--- src/rtl/tit_pkg.sv ---
package tit_pkg;
    localparam int NUM_TMR = 3;
    localparam int ADDR_W  = 3;

    // fixed offsets of the shared control port and of control 2 / status
    localparam logic [ADDR_W-1:0] OFF_CTL_SHARED = 3'd0;
    localparam logic [ADDR_W-1:0] OFF_CTL_STATUS = 3'd1;

    typedef enum logic {
        ST_HOLD = 1'b0,
        ST_RUN  = 1'b1
    } run_state_e;

    // counter t (0-based) owns a high byte at 2+2t and a low byte at 3+2t
    function automatic logic [ADDR_W-1:0] hi_off(input int t);
        return ADDR_W'(2 + 2 * t);
    endfunction

    function automatic logic [ADDR_W-1:0] lo_off(input int t);
        return ADDR_W'(3 + 2 * t);
    endfunction
endpackage

--- src/rtl/tit_run_ctl.sv ---
module tit_run_ctl
    import tit_pkg::*;
(
    input  logic clk,
    input  logic rst_n,
    input  logic start_req_i,
    input  logic stop_req_i,
    output logic run_o
);
    run_state_e state_q, state_d;

    always_ff @(posedge clk or negedge rst_n) begin
        if (!rst_n) state_q <= ST_HOLD;
        else        state_q <= state_d;
    end

    always_comb begin
        state_d = state_q;
        unique case (state_q)
            ST_HOLD: if (start_req_i) state_d = ST_RUN;
            ST_RUN:  if (stop_req_i)  state_d = ST_HOLD;
            default: state_d = ST_HOLD;
        endcase
    end

    always_comb begin
        unique case (state_q)
            ST_RUN:  run_o = 1'b1;
            default: run_o = 1'b0;
        endcase
    end
endmodule

--- src/rtl/tit_channel.sv ---
module tit_channel #(
    parameter int              CNT_W   = 16,
    parameter logic [CNT_W-1:0] RST_VAL = '0
) (
    input  logic             clk,
    input  logic             rst_n,
    input  logic             adv_i,
    input  logic             ld_i,
    input  logic [CNT_W-1:0] ld_val_i,
    input  logic             ie_i,
    input  logic             clr_i,
    output logic [CNT_W-1:0] cnt_o,
    output logic [CNT_W-1:0] lat_o,
    output logic             flag_o
);
    logic [CNT_W-1:0] dec;
    logic             zero_evt;

    assign dec      = cnt_o - CNT_W'(1);
    assign zero_evt = adv_i && (dec == '0);

    always_ff @(posedge clk or negedge rst_n) begin
        if (!rst_n) begin
            cnt_o  <= RST_VAL;
            lat_o  <= RST_VAL;
            flag_o <= 1'b0;
        end else begin
            if (ld_i)  lat_o <= ld_val_i;
            if (adv_i) cnt_o <= zero_evt ? lat_o : dec;
            // a clearing read outranks a reload in the same cycle
            if (clr_i)                  flag_o <= 1'b0;
            else if (zero_evt && ie_i)  flag_o <= 1'b1;
        end
    end
endmodule

--- src/rtl/tit_regs.sv ---
module tit_regs
    import tit_pkg::*;
#(
    parameter int DATA_W = 8,
    parameter int NT     = 3,
    localparam int CNT_W = 2 * DATA_W
) (
    input  logic                       clk,
    input  logic                       rst_n,
    input  logic                       cs_i,
    input  logic                       rd_i,
    input  logic                       wr_i,
    input  logic [ADDR_W-1:0]          addr_i,
    input  logic [DATA_W-1:0]          wdata_i,
    input  logic [NT-1:0]              flags_i,
    input  logic [NT-1:0][CNT_W-1:0]   cnt_i,
    output logic [DATA_W-1:0]          rdata_o,
    output logic                       sel_o,
    output logic [NT-1:0]              ie_o,
    output logic                       start_o,
    output logic                       stop_o,
    output logic [NT-1:0]              ld_o,
    output logic [NT-1:0][CNT_W-1:0]   ld_val_o,
    output logic [NT-1:0]              clr_o
);
    logic wr_en, rd_en, wr_shared, wr_ctl2;
    logic [NT-1:0][DATA_W-1:0] hi_q;

    assign wr_en     = cs_i && wr_i;
    assign rd_en     = cs_i && rd_i;
    assign wr_shared = wr_en && (addr_i == OFF_CTL_SHARED);
    assign wr_ctl2   = wr_en && (addr_i == OFF_CTL_STATUS);

    assign start_o = wr_shared && sel_o && !wdata_i[0];
    assign stop_o  = wr_shared && sel_o &&  wdata_i[0];

    always_ff @(posedge clk or negedge rst_n) begin
        if (!rst_n) begin
            sel_o <= 1'b0;
            ie_o  <= '0;
        end else begin
            if (wr_ctl2) begin
                sel_o   <= wdata_i[0];
                ie_o[1] <= wdata_i[6];
            end
            if (wr_shared) begin
                if (sel_o) ie_o[0]    <= wdata_i[6];
                else       ie_o[NT-1] <= wdata_i[6];
            end
        end
    end

    always_ff @(posedge clk or negedge rst_n) begin
        if (!rst_n) begin
            hi_q <= '0;
        end else begin
            for (int t = 0; t < NT; t++) begin
                if (wr_en && (addr_i == hi_off(t))) hi_q[t] <= wdata_i;
            end
        end
    end

    for (genvar g = 0; g < NT; g++) begin : g_tmr
        assign ld_o[g]     = wr_en && (addr_i == lo_off(g));
        assign clr_o[g]    = rd_en && (addr_i == lo_off(g));
        assign ld_val_o[g] = {hi_q[g], wdata_i};
    end

    always_comb begin
        rdata_o = '0;
        if (rd_en) begin
            if (addr_i == OFF_CTL_STATUS) rdata_o = DATA_W'(flags_i);
            for (int t = 0; t < NT; t++) begin
                if (addr_i == hi_off(t)) rdata_o = cnt_i[t][CNT_W-1:DATA_W];
                if (addr_i == lo_off(t)) rdata_o = cnt_i[t][DATA_W-1:0];
            end
        end
    end
endmodule

--- src/rtl/tri_interval_timer.sv ---
module tri_interval_timer
    import tit_pkg::*;
#(
    parameter int DATA_W = 8,
    parameter int RST_T1 = 32,
    parameter int RST_T2 = 3200,
    parameter int RST_T3 = 801
) (
    input  logic              clk,
    input  logic              rst_n,
    input  logic              tick_i,
    input  logic              cs_i,
    input  logic              rd_i,
    input  logic              wr_i,
    input  logic [2:0]        addr_i,
    input  logic [DATA_W-1:0] wdata_i,
    output logic [DATA_W-1:0] rdata_o,
    output logic              irq_o
);
    localparam int CNT_W = 2 * DATA_W;
    localparam logic [NUM_TMR-1:0][CNT_W-1:0] RST_TBL =
        {CNT_W'(RST_T3), CNT_W'(RST_T2), CNT_W'(RST_T1)};

    logic                          run, sel, start_req, stop_req;
    logic [NUM_TMR-1:0]            ie, flags, ld, clr;
    logic [NUM_TMR-1:0][CNT_W-1:0] cnt, lat, ld_val;

    tit_run_ctl u_run (
        .clk         (clk),
        .rst_n       (rst_n),
        .start_req_i (start_req),
        .stop_req_i  (stop_req),
        .run_o       (run)
    );

    tit_regs #(.DATA_W(DATA_W), .NT(NUM_TMR)) u_regs (
        .clk      (clk),
        .rst_n    (rst_n),
        .cs_i     (cs_i),
        .rd_i     (rd_i),
        .wr_i     (wr_i),
        .addr_i   (addr_i),
        .wdata_i  (wdata_i),
        .flags_i  (flags),
        .cnt_i    (cnt),
        .rdata_o  (rdata_o),
        .sel_o    (sel),
        .ie_o     (ie),
        .start_o  (start_req),
        .stop_o   (stop_req),
        .ld_o     (ld),
        .ld_val_o (ld_val),
        .clr_o    (clr)
    );

    for (genvar g = 0; g < NUM_TMR; g++) begin : g_ch
        tit_channel #(.CNT_W(CNT_W), .RST_VAL(RST_TBL[g])) u_ch (
            .clk      (clk),
            .rst_n    (rst_n),
            .adv_i    (run && tick_i),
            .ld_i     (ld[g]),
            .ld_val_i (ld_val[g]),
            .ie_i     (ie[g]),
            .clr_i    (clr[g]),
            .cnt_o    (cnt[g]),
            .lat_o    (lat[g]),
            .flag_o   (flags[g])
        );
    end

    assign irq_o = |flags;
endmodule

--- config.mk ---
export PLATFORM = sky130hd
export DESIGN_NAME = tri_interval_timer
export DESIGN_NICKNAME = d
export VERILOG_FILES = /design/src/rtl/tit_pkg.sv /design/src/rtl/tit_run_ctl.sv /design/src/rtl/tit_channel.sv /design/src/rtl/tit_regs.sv /design/src/rtl/tri_interval_timer.sv
export SDC_FILE = /design/constraint.sdc
export NUM_CORES = 1
export LEC_CHECK = 0
export BUFFER_PORTS_ARGS = -buffer_cell sky130_fd_sc_hd__buf_2
export CAP_MARGIN = 20
export CORE_MARGIN = 2
export CORE_UTILIZATION = 40
export CTS_CLUSTER_SIZE = 25
export DETAILED_ROUTE_END_ITERATION = 7
export PLACE_DENSITY = 0.58
export SYNTH_ARGS = -nofsm -noshare
export SYNTH_HDL_FRONTEND = slang
export SYNTH_SLANG_ARGS = --single-unit
--- constraint.sdc ---
create_clock -name clk -period 4.5 [get_ports clk]
set_input_delay 0.675 -clock clk [delete_from_list [all_inputs] [get_ports clk]]
set_output_delay 0.675 -clock clk [all_outputs]
set_load 0.05 [all_outputs]
; Word level (Yosys, flattened, before mapping)
; Index checks and enable logic that the tools add are counted.
[classes]
addsub = 3
bitwise = 2
mux = 21
n_reduce_logical = 34
n_eq_ne = 7
[ops]
columns = op, count
row1 = 8-bit two-way mux, 7
row2 = 16-bit zero test, 3
row3 = 16-bit two-way mux, 3
row4 = 16-bit by 1-bit subtractor with 16-bit output (second input constant), 3
row5 = 1-bit logical AND, 23
row6 = 3-bit equality test (second input constant), 4
row7 = 1-bit two-way mux, 9
row8 = 3-bit by 2-bit equality test with 1-bit output (second input constant), 2
row9 = 2-bit nonzero test, 3
row10 = 2-bit AND reduction, 2
row11 = 3-bit by 1-bit equality test with 1-bit output (second input constant), 1
row12 = 3-bit zero test, 1
row13 = 3-bit two-way mux, 1
row14 = 3-bit OR reduction, 1
row15 = 1-bit inverter, 2
row16 = 1-bit case mux with 2 select lines, 1
row17 = 1-bit zero test, 1
[word_totals]
word_cells = 84
reg_bits = 128
input_bits = 17
out_inout_bits = 9

; Longest topological paths before layout
; Gate-level depths: netlist (run 1).
[depth]
depth_word = 9
mapped_depth = 10
ltp_nobuf = 8

; Modules after synthesis
; Synthesis (run 1) repeated with hierarchy kept, for this count alone.
[hier_totals]
cells_unflattened = 695
hier_area_um2 = 7357.1
[by_module_without_submodules]
columns = mod, cells_each, area_each_um2, n_inst, seq_area_each_um2
row1 = tit_regs, 179, 1863.0, 1, 700.7
row2 = tit_channel (g_ch[1].u_ch), 173, 1839.3, 1, 833.3
row3 = tit_channel (g_ch[0].u_ch), 173, 1834.3, 1, 828.3
row4 = tit_channel (g_ch[2].u_ch), 165, 1769.2, 1, 835.8
row5 = tit_run_ctl, 3, 38.8, 1, 25.0
row6 = tri_interval_timer, 2, 12.5, 1, 0.0

; Least setup slack after synthesis (run 1)
; Ideal clock, no wire load.
[synth_path]
path_kind = input to output
startpoint = in addr_i[0]
endpoint = out rdata_o[5]
path_buffers = 3
path_stages = 7
t_required_ns = 3.825
setup_slack_ns = 1.075
t_arrival_ns = 2.750
path_cell_list = clkbuf_1 > buf_1 > clkbuf_1 > mux2i_1 > o21ai_0 > a22oi_1 > nor2_1
[synth_via]
elab_chain_len = 8
elab_cells_between_ends = 13
cone_classes = 6 x eq/ne / 7 x mux
[synth_rtl]
columns = element, line_no
row1 = "start, declared", tri_interval_timer.sv:15  ; input logic [2:0] addr_i,
row2 = 3-bit by 2-bit equality test with 1-bit output, tit_regs.sv:74  ; if (addr_i == hi_off(t)) rdata_o = cnt_i[t][CNT_W-1:DATA_W];
row3 = 8-bit two-way mux, tit_regs.sv:74
row4 = 8-bit two-way mux, tit_regs.sv:75  ; if (addr_i == lo_off(t)) rdata_o = cnt_i[t][DATA_W-1:0];
row5 = 8-bit two-way mux, tit_regs.sv:74
row6 = 8-bit two-way mux, tit_regs.sv:75
row7 = 8-bit two-way mux, tit_regs.sv:74
row8 = 8-bit two-way mux *, tit_regs.sv:75
row9 = 8-bit two-way mux *, tit_regs.sv:71  ; if (rd_en) begin
row10 = "end, declared", tri_interval_timer.sv:17  ; output logic [DATA_W-1:0] rdata_o,
; Mark *: on every way between the ends. The rest lies on a longest branch, timed or not.

; Worst setup path after layout (run 1)
[layout_path]
startpoint = reg g_ch[0].u_ch.cnt_o[0]
endpoint = reg g_ch[0].u_ch.cnt_o[4]
[layout_via]
elab_chain_len = 4
[layout_rtl]
columns = element, line_no
row1 = "start, declared", tit_channel.sv:12  ; output logic [CNT_W-1:0] cnt_o,
row2 = "start signal, assigned", tit_channel.sv:29  ; if (adv_i) cnt_o <= zero_evt ? lat_o : dec;
row3 = 16-bit by 1-bit subtractor with 16-bit output *, tit_channel.sv:19  ; assign dec = cnt_o - CNT_W'(1);
row4 = 16-bit zero test, tit_channel.sv:20  ; assign zero_evt = adv_i && (dec == '0);
row5 = 1-bit logical AND, tit_channel.sv:20
row6 = 16-bit two-way mux *, tit_channel.sv:29
; Marked as above.
; A chain may end at the register's enable or synchronous reset.

==> metrics.csv, run 1 <==
stage;metric;value;unit
sta;RSZ-0062 raised after global routing;false;
grt;number of global-route vias before repair;5522;
final_layout;most frequent cells in the layout;112 x dfrtp_1, 81 x mux2_2, 65 x nor2_1, 44 x nand2_1, 36 x o21ai_0;
route;Initial DRT Pass Iterations;5;
setup_path;Req. time, crit path;4.84;ns
logic_synthesis;syn avg cell area;10.1;µm²
sta;Layout Skew;0.00771;ns
grt;GRT Total Usage;0.220;
placement;I/O Buffers;25;
power_and_ir_drop;PD cells;489;mW/mm²
route;vias;5801;
logic_synthesis;post-synth top area share;0.392;
logic_synthesis;Synth Net Count;732;
final_layout;nets;735;
floorplanning;core box area;0.0174;mm²
final_layout;diode count;0;
run;Max Cap Viol;0;
sta;# setup viols final;0;
outcome;status;completed;
route;routed wire length per instance;20.2;µm
floorplanning;die width;138;µm
setup_path;Setup crit start kind;register;
cts;CTS resizes;0;
logic_synthesis;asr flop ratio synth;1.00;
sta;final slew viol count;0;
setup_path;Crit path largest cell delay;0.80;ns
cts;Worst-Skew Late Latency;0.42;ns
floorplanning;DIE AREA;0.0190;mm²
grt;initial antenna violation count;0;
setup_path;Worst Path Arrival;3.73;ns
cts;Sink Count;128;
setup_path;Critical R2R Capture;g_ch[0].u_ch.cnt_o[4]$_DFFE_PN0P_;
final_layout;area added between synthesis and finish;12.8;%
grt;largest net degree at the start of global routing;60;
route;Detail Route Antenna Nets;0;
cts;Clock Root Buffer;clkbuf_16;
cts;Worst-path clk slew;0.06;ns
power_and_ir_drop;Static Leak;3.25;nW
setup_path;Setup CP Type;reg2reg;
setup_path;Max Fanout on Critical Path;13;
floorplanning;row cnt;48;
sta;Sum Neg Setup Slack;0;ns
grt;GRT overflow;0;
logic_synthesis;post-synthesis cell type count;68;
final_layout;most common cell after layout, fill and taps aside;dfrtp_1;
sta;Slew @ Worst Pin;0.898;ns
logic_synthesis;Primary FF master, synth;dfrtp_1;
logic_synthesis;FF+latch count, synth;128;
hold_path;hold crit path type;in2async;
route;Starting DRT DRC Count;603;
sta;Fmax;295;MHz
placement;dpl hpwl;13600;µm
floorplanning;# IOs;26;
setup_path;slowest CP cell;nor3_1;
route;drt drc;0;
cts;cts bufs inserted;17;
setup_path;reg2reg path depth;8;
logic_synthesis;synth warn;0;
setup_path;CP Buf/Inv Count;1;
logic_synthesis;area of the mapped netlist;0.00715;mm²
setup_path;family with the most delay on the worst path;simple AND/OR/NAND/NOR gates;
setup_path;R2R Setup Slk;1.11;ns
sta;final hold violation count;0;
final_layout;layout cells sized above 1;0.243;
setup_path;crit-path cells;inv_1, ha_1, nor4b_1, and3_1, o2111ai_1, nor3_1, nand3_1, a21oi_1;
floorplanning;initial core utilization;0.411;
grt;first-pass GRT wire length;31300;µm
cts;post-CTS setup buffers;0;
power_and_ir_drop;maximum vdd ir drop;285;µV
logic_synthesis;Post-Synthesis Cells;709;
logic_synthesis;EDFF count, synth;0;
logic_synthesis;top post-synthesis cells by area;dfrtp_1 39%, mux2_2 13%, dfstp_2 5.9%;
power_and_ir_drop;Total Power;3.94;mW
sta;period utilization;0.753;
route;final WL;19200;µm
sta;Max-Slew Margin vs Limit;0.397;
cts;hold buffers post-CTS;0;
placement;routability cong.;0.928;
cts;htree depth;4;
setup_path;CP Capture Type;register;
cts;maximum clock path buffer count;2;
cts;CTS tree;built;
floorplanning;Die H;138;µm
setup_path;origin of the critical flop-to-flop path;g_ch[0].u_ch.cnt_o[0]$_DFFE_PN0P_;
logic_synthesis;Yosys top cell by area;dfrtp_1;
sta;Tmin final;3.39;ns
route;drt via density;6.11;
logic_synthesis;Seq/Total Area, Yosys;0.451;
[cells in the mapped netlist, drive strengths merged (8+ instances only)]
cell type	instances
dfrtp	112
mux2	81
nor2	65
nand2	44
clkbuf	42
o21ai	37
a21oi	31
nand3	28
nor3	20
nor4	17
dfstp	16
nand4	14
a31oi	12
and3	11
a211oi	10
a22oi	10
inv	10
mux2i	10
or3	10
nand3b	9
nor2b	9
o31ai	9
a21o	8
[worst reg2reg max path, delay by kind of cell, from the launching register on]
| kind | cells | cell delay [ns] |
|---|---|---|
| flops | 1 | 0.45 |
| compound gates | 2 | 0.42 |
| buf+inv | 1 | 0.12 |
| simple gates | 4 | 1.88 |
| fa+ha+maj | 1 | 0.45 |
[state kept, by name, summed over array words and instances, names as in the netlist, named ones only]
register          flops
u_regs.ie_o           3
g_ch.u_ch.cnt_o      48
u_regs.ld_val_o      24
g_ch.u_ch.flag_o      3
g_ch.u_ch.lat_o      48
u_regs.sel_o          1
[metal layers]
metal  vias up  track usage  routed length [µm]
met5         -            0                   0
li1       2660            -                   -
met1      2919        0.328                9350
met3        28       0.0394                1030
met2       194        0.324                8500
met4         0       0.0692                 338
[stage by stage]
stage          hold slack (ns)  setup WS [ns]  instances   util  cell area (µm²)
2_1_floorplan            0.379           1.07        709      -             7150
3_3_place_gp             0.464           1.18        917  0.427             7430
3_5_place_dp             0.472           1.17        918  0.427             7440
4_1_cts                  0.217           1.16        950  0.463             8070
5_1_grt                  0.235          0.827        950  0.463             8070
6_report                 0.208           1.11        950  0.463             8070
[worst max-delay path by stage]
stage,from,cells after the start,endpoint,slack (ns)
final,g_ch[0].u_ch.cnt_o[0]$_DFFE_PN0P_,8,g_ch[0].u_ch.cnt_o[4]$_DFFE_PN0P_,1.11
after global routing,g_ch[0].u_ch.cnt_o[1]$_DFFE_PN0P_,8,g_ch[0].u_ch.cnt_o[4]$_DFFE_PN0P_,0.83
after CTS,g_ch[0].u_ch.cnt_o[0]$_DFFE_PN0P_,8,g_ch[0].u_ch.cnt_o[4]$_DFFE_PN0P_,1.16
after detailed placement,g_ch[0].u_ch.cnt_o[0]$_DFFE_PN0P_,8,g_ch[0].u_ch.cnt_o[4]$_DFFE_PN0P_,1.17
after global placement,g_ch[0].u_ch.cnt_o[0]$_DFFE_PN0P_,8,g_ch[0].u_ch.cnt_o[4]$_DFFE_PN0P_,1.18
after floorplan,addr_i[0],7,rdata_o[5],1.07
[cells by family (layout without fill, tap and decap cells)]
kind of cell,count (synthesis),in the layout,share of synthesized area
AO/OA/AOI/OAI,150,150,0.143
buffers and inverters,58,74,0.0317
adder cells (fa/ha/maj),6,6,0.0105
multiplexers,96,96,0.157
AND/OR/NAND/NOR,261,261,0.195
flip-flops,128,128,0.451
XOR/XNOR,10,10,0.0122
[cell type report]
| type | instances | area (µm²) |
|---|---|---|
| Clock inverter | 11 | 179 |
| Fill cell | 1642 | 9350 |
| Inverter | 10 | 37.5 |
| Clock buffer | 21 | 450 |
| Sequential cell | 128 | 3220 |
| Tap cell | 225 | 282 |
| Timing Repair Buffer | 32 | 193 |
| Multi-Input combinational cell | 523 | 3700 |
[report_power, final]
group	switching [mW]	total [mW]	internal (mW)
clock	0.516	1.46	0.948
sequential	0.245	1.66	1.41
combinational	0.455	0.820	0.365
No activity file was read; power rests on OpenSTA's default activity.
==> run 2: changes to the inputs <==
- PLACE_DENSITY: 0.58 -> 0.6
- clock period: 4.5 -> 3.11 ns (I/O delays scaled with it)
==> run 2 against run 1 <==
Effect of this change: flip-flop and latch count unchanged; first-iteration DRC count fell by 5.0%; register-to-register slack worse by 0.91 ns; via count is 0.19% higher; combinational power up 52%; final area is 1.3% higher; core utilization is 0.58 points higher; setup slack got worse by 0.91 ns; global-route usage rose by 0.43 points; clock skew increased by 0.0031 ns; total power increased by 40%; critical path type unchanged; highest routed layer unchanged.
==> metrics.csv, run 2 (synthesis gave the netlist of run 1 again) <==
stage;metric;value;unit
placement;Placement Setup Slack;0.248;ns
floorplanning;# IOs;26;
sta;Sum Neg Setup Slack;0;ns
floorplanning;row cnt;48;
cts;maximum clock path buffer count;2;
cts;hold buffers post-CTS;0;
grt;GRT Total Usage;0.224;
setup_path;Worst Path Arrival;3.21;ns
route;routed wire length per instance;20.5;µm
grt;initial antenna violation count;0;
sta;Slew @ Worst Pin;0.788;ns
floorplanning;core box area;0.0174;mm²
power_and_ir_drop;PD cells;678;mW/mm²
sta;period utilization;0.937;
final_layout;final core utilization;0.469;
grt;GRT overflow;0;
final_layout;nets;757;
cts;Clock Root Buffer;clkbuf_16;
route;Initial DRT Pass Iterations;5;
grt;largest net degree at the start of global routing;56;
route;Starting DRT DRC Count;573;
final_layout;most common cell after layout, fill and taps aside;dfrtp_1;
power_and_ir_drop;Static Leak;3.32;nW
final_layout;layout cells sized above 1;0.268;
final_layout;diode count;0;
setup_path;Req. time, crit path;3.40;ns
setup_path;Setup CP Type;reg2reg;
sta;final slew viol count;0;
final_layout;most frequent cells in the layout;112 x dfrtp_1, 81 x mux2_2, 65 x nor2_1, 44 x nand2_1, 36 x o21ai_0;
grt;first-pass GRT wire length;31700;µm
sta;RSZ-0062 raised after global routing;false;
sta;setup ws final;0.195;ns
final_layout;fillers;1645;
placement;routability cong.;0.935;
floorplanning;DIE AREA;0.0190;mm²
setup_path;CP Capture Type;register;
cts;Worst-Skew Late Latency;0.43;ns
final_layout;Final Cell Area;0.00817;mm²
route;drt via density;5.98;
setup_path;Max Fanout on Critical Path;10;
route;drt drc;0;
placement;area post-placement;0.00760;mm²
final_layout;area added between synthesis and finish;14.2;%
floorplanning;die width;138;µm
route;vias;5812;
power_and_ir_drop;maximum vdd ir drop;412;µV
final_layout;Cell Count, Final, Fillers Out;972;
cts;Sink Count;128;
sta;Max-Slew Margin vs Limit;0.472;
placement;dpl hpwl;14200;µm
sta;final hold violation count;0;
placement;I/O Buffers;25;
sta;Layout Skew;0.0108;ns
run;Max Cap Viol;0;
outcome;status;completed;
floorplanning;initial core utilization;0.411;
setup_path;Setup crit start kind;register;
placement;# placed instances;940;
route;final WL;19900;µm
cts;htree depth;4;
cts;CTS resizes;0;
sta;Tmin final;2.91;ns
grt;number of global-route vias before repair;5458;
cts;CTS tree;built;
hold_path;hold crit path type;in2async;
route;Detail Route Antenna Nets;0;
cts;cts bufs inserted;17;
sta;Fmax;343;MHz
floorplanning;Die H;138;µm
sta;# setup viols final;0;
cts;Worst-path clk slew;0.06;ns
## run 2: path summary, 6_finish.rpt
path,start,to,slack [ns],cells after the start
max in group asynchronous,rst_n,g_ch[2].u_ch.cnt_o[8]$_DFFE_PN1P_,2.18,2
setup / recovery,g_ch[1].u_ch.cnt_o[0]$_DFFE_PN0P_,g_ch[1].u_ch.cnt_o[0]$_DFFE_PN0P_,0.20,8
hold / removal,rst_n,u_regs.ld_val_o[26]$_DFFE_PN0P_,0.07,1
setup reg to reg,g_ch[1].u_ch.cnt_o[0]$_DFFE_PN0P_,g_ch[1].u_ch.cnt_o[0]$_DFFE_PN0P_,0.20,8
min in group clk,wdata_i[0],g_ch[2].u_ch.lat_o[0]$_DFFE_PN1P_,0.41,3
hold reg to reg,g_ch[2].u_ch.lat_o[10]$_DFFE_PN0P_,g_ch[2].u_ch.cnt_o[10]$_DFFE_PN0P_,0.48,1
## run 2: area by class of cell
class                   instances  area [µm²]  share of cell area
multi-input cells             523        3700               0.453
flip-flops and latches        128        3220               0.395
clock buffers                  18         429              0.0525
repair buffers                 54         358              0.0438
well taps                     225         282              0.0345
clock inverters                14         136              0.0167
inverters                      10        37.5             0.00459
## run 2: timing repair
item / 4_1_cts / 5_1_grt
endpoints found under the setup margin: 0 / 2
setup buffers: 0 / 0
endpoints found under the hold margin: 0 / 0
## run 2: report_power, final
part / switching, mW / leakage (nW) / internal (mW) / total, mW
sequential: 0.344 / 1.56 / 2.05 / 2.39
clock: 0.788 / 0.256 / 1.11 / 1.90
combinational: 0.683 / 1.50 / 0.571 / 1.25
total: 1.81 / 3.32 / 3.73 / 5.54
## run 2: critical path, cell delays in order, from the launching register on
cell and delay [ns]:
dfrtp_1 0.47, inv_1 0.13, ha_1 0.29, nor3b_1 0.42
xor2_1 0.15, a2111oi_0 0.42, nand3_1 0.40, o311ai_0 0.37
o21ai_0 0.14
## run 2: through the flow
stage	total power [mW]	hold slack, ns
2_1_floorplan	3.22	0.171
3_3_place_gp	3.61	0.459
3_5_place_dp	3.66	0.467
4_1_cts	5.58	0.0828
5_1_grt	5.84	0.113
6_report	5.54	0.0749
## run 2: per-layer routing
layer  global-route usage  wire (µm)
met5                    0          0
met2                0.324       8590
met4               0.0862        562
met3               0.0427       1050
met1                0.331       9680
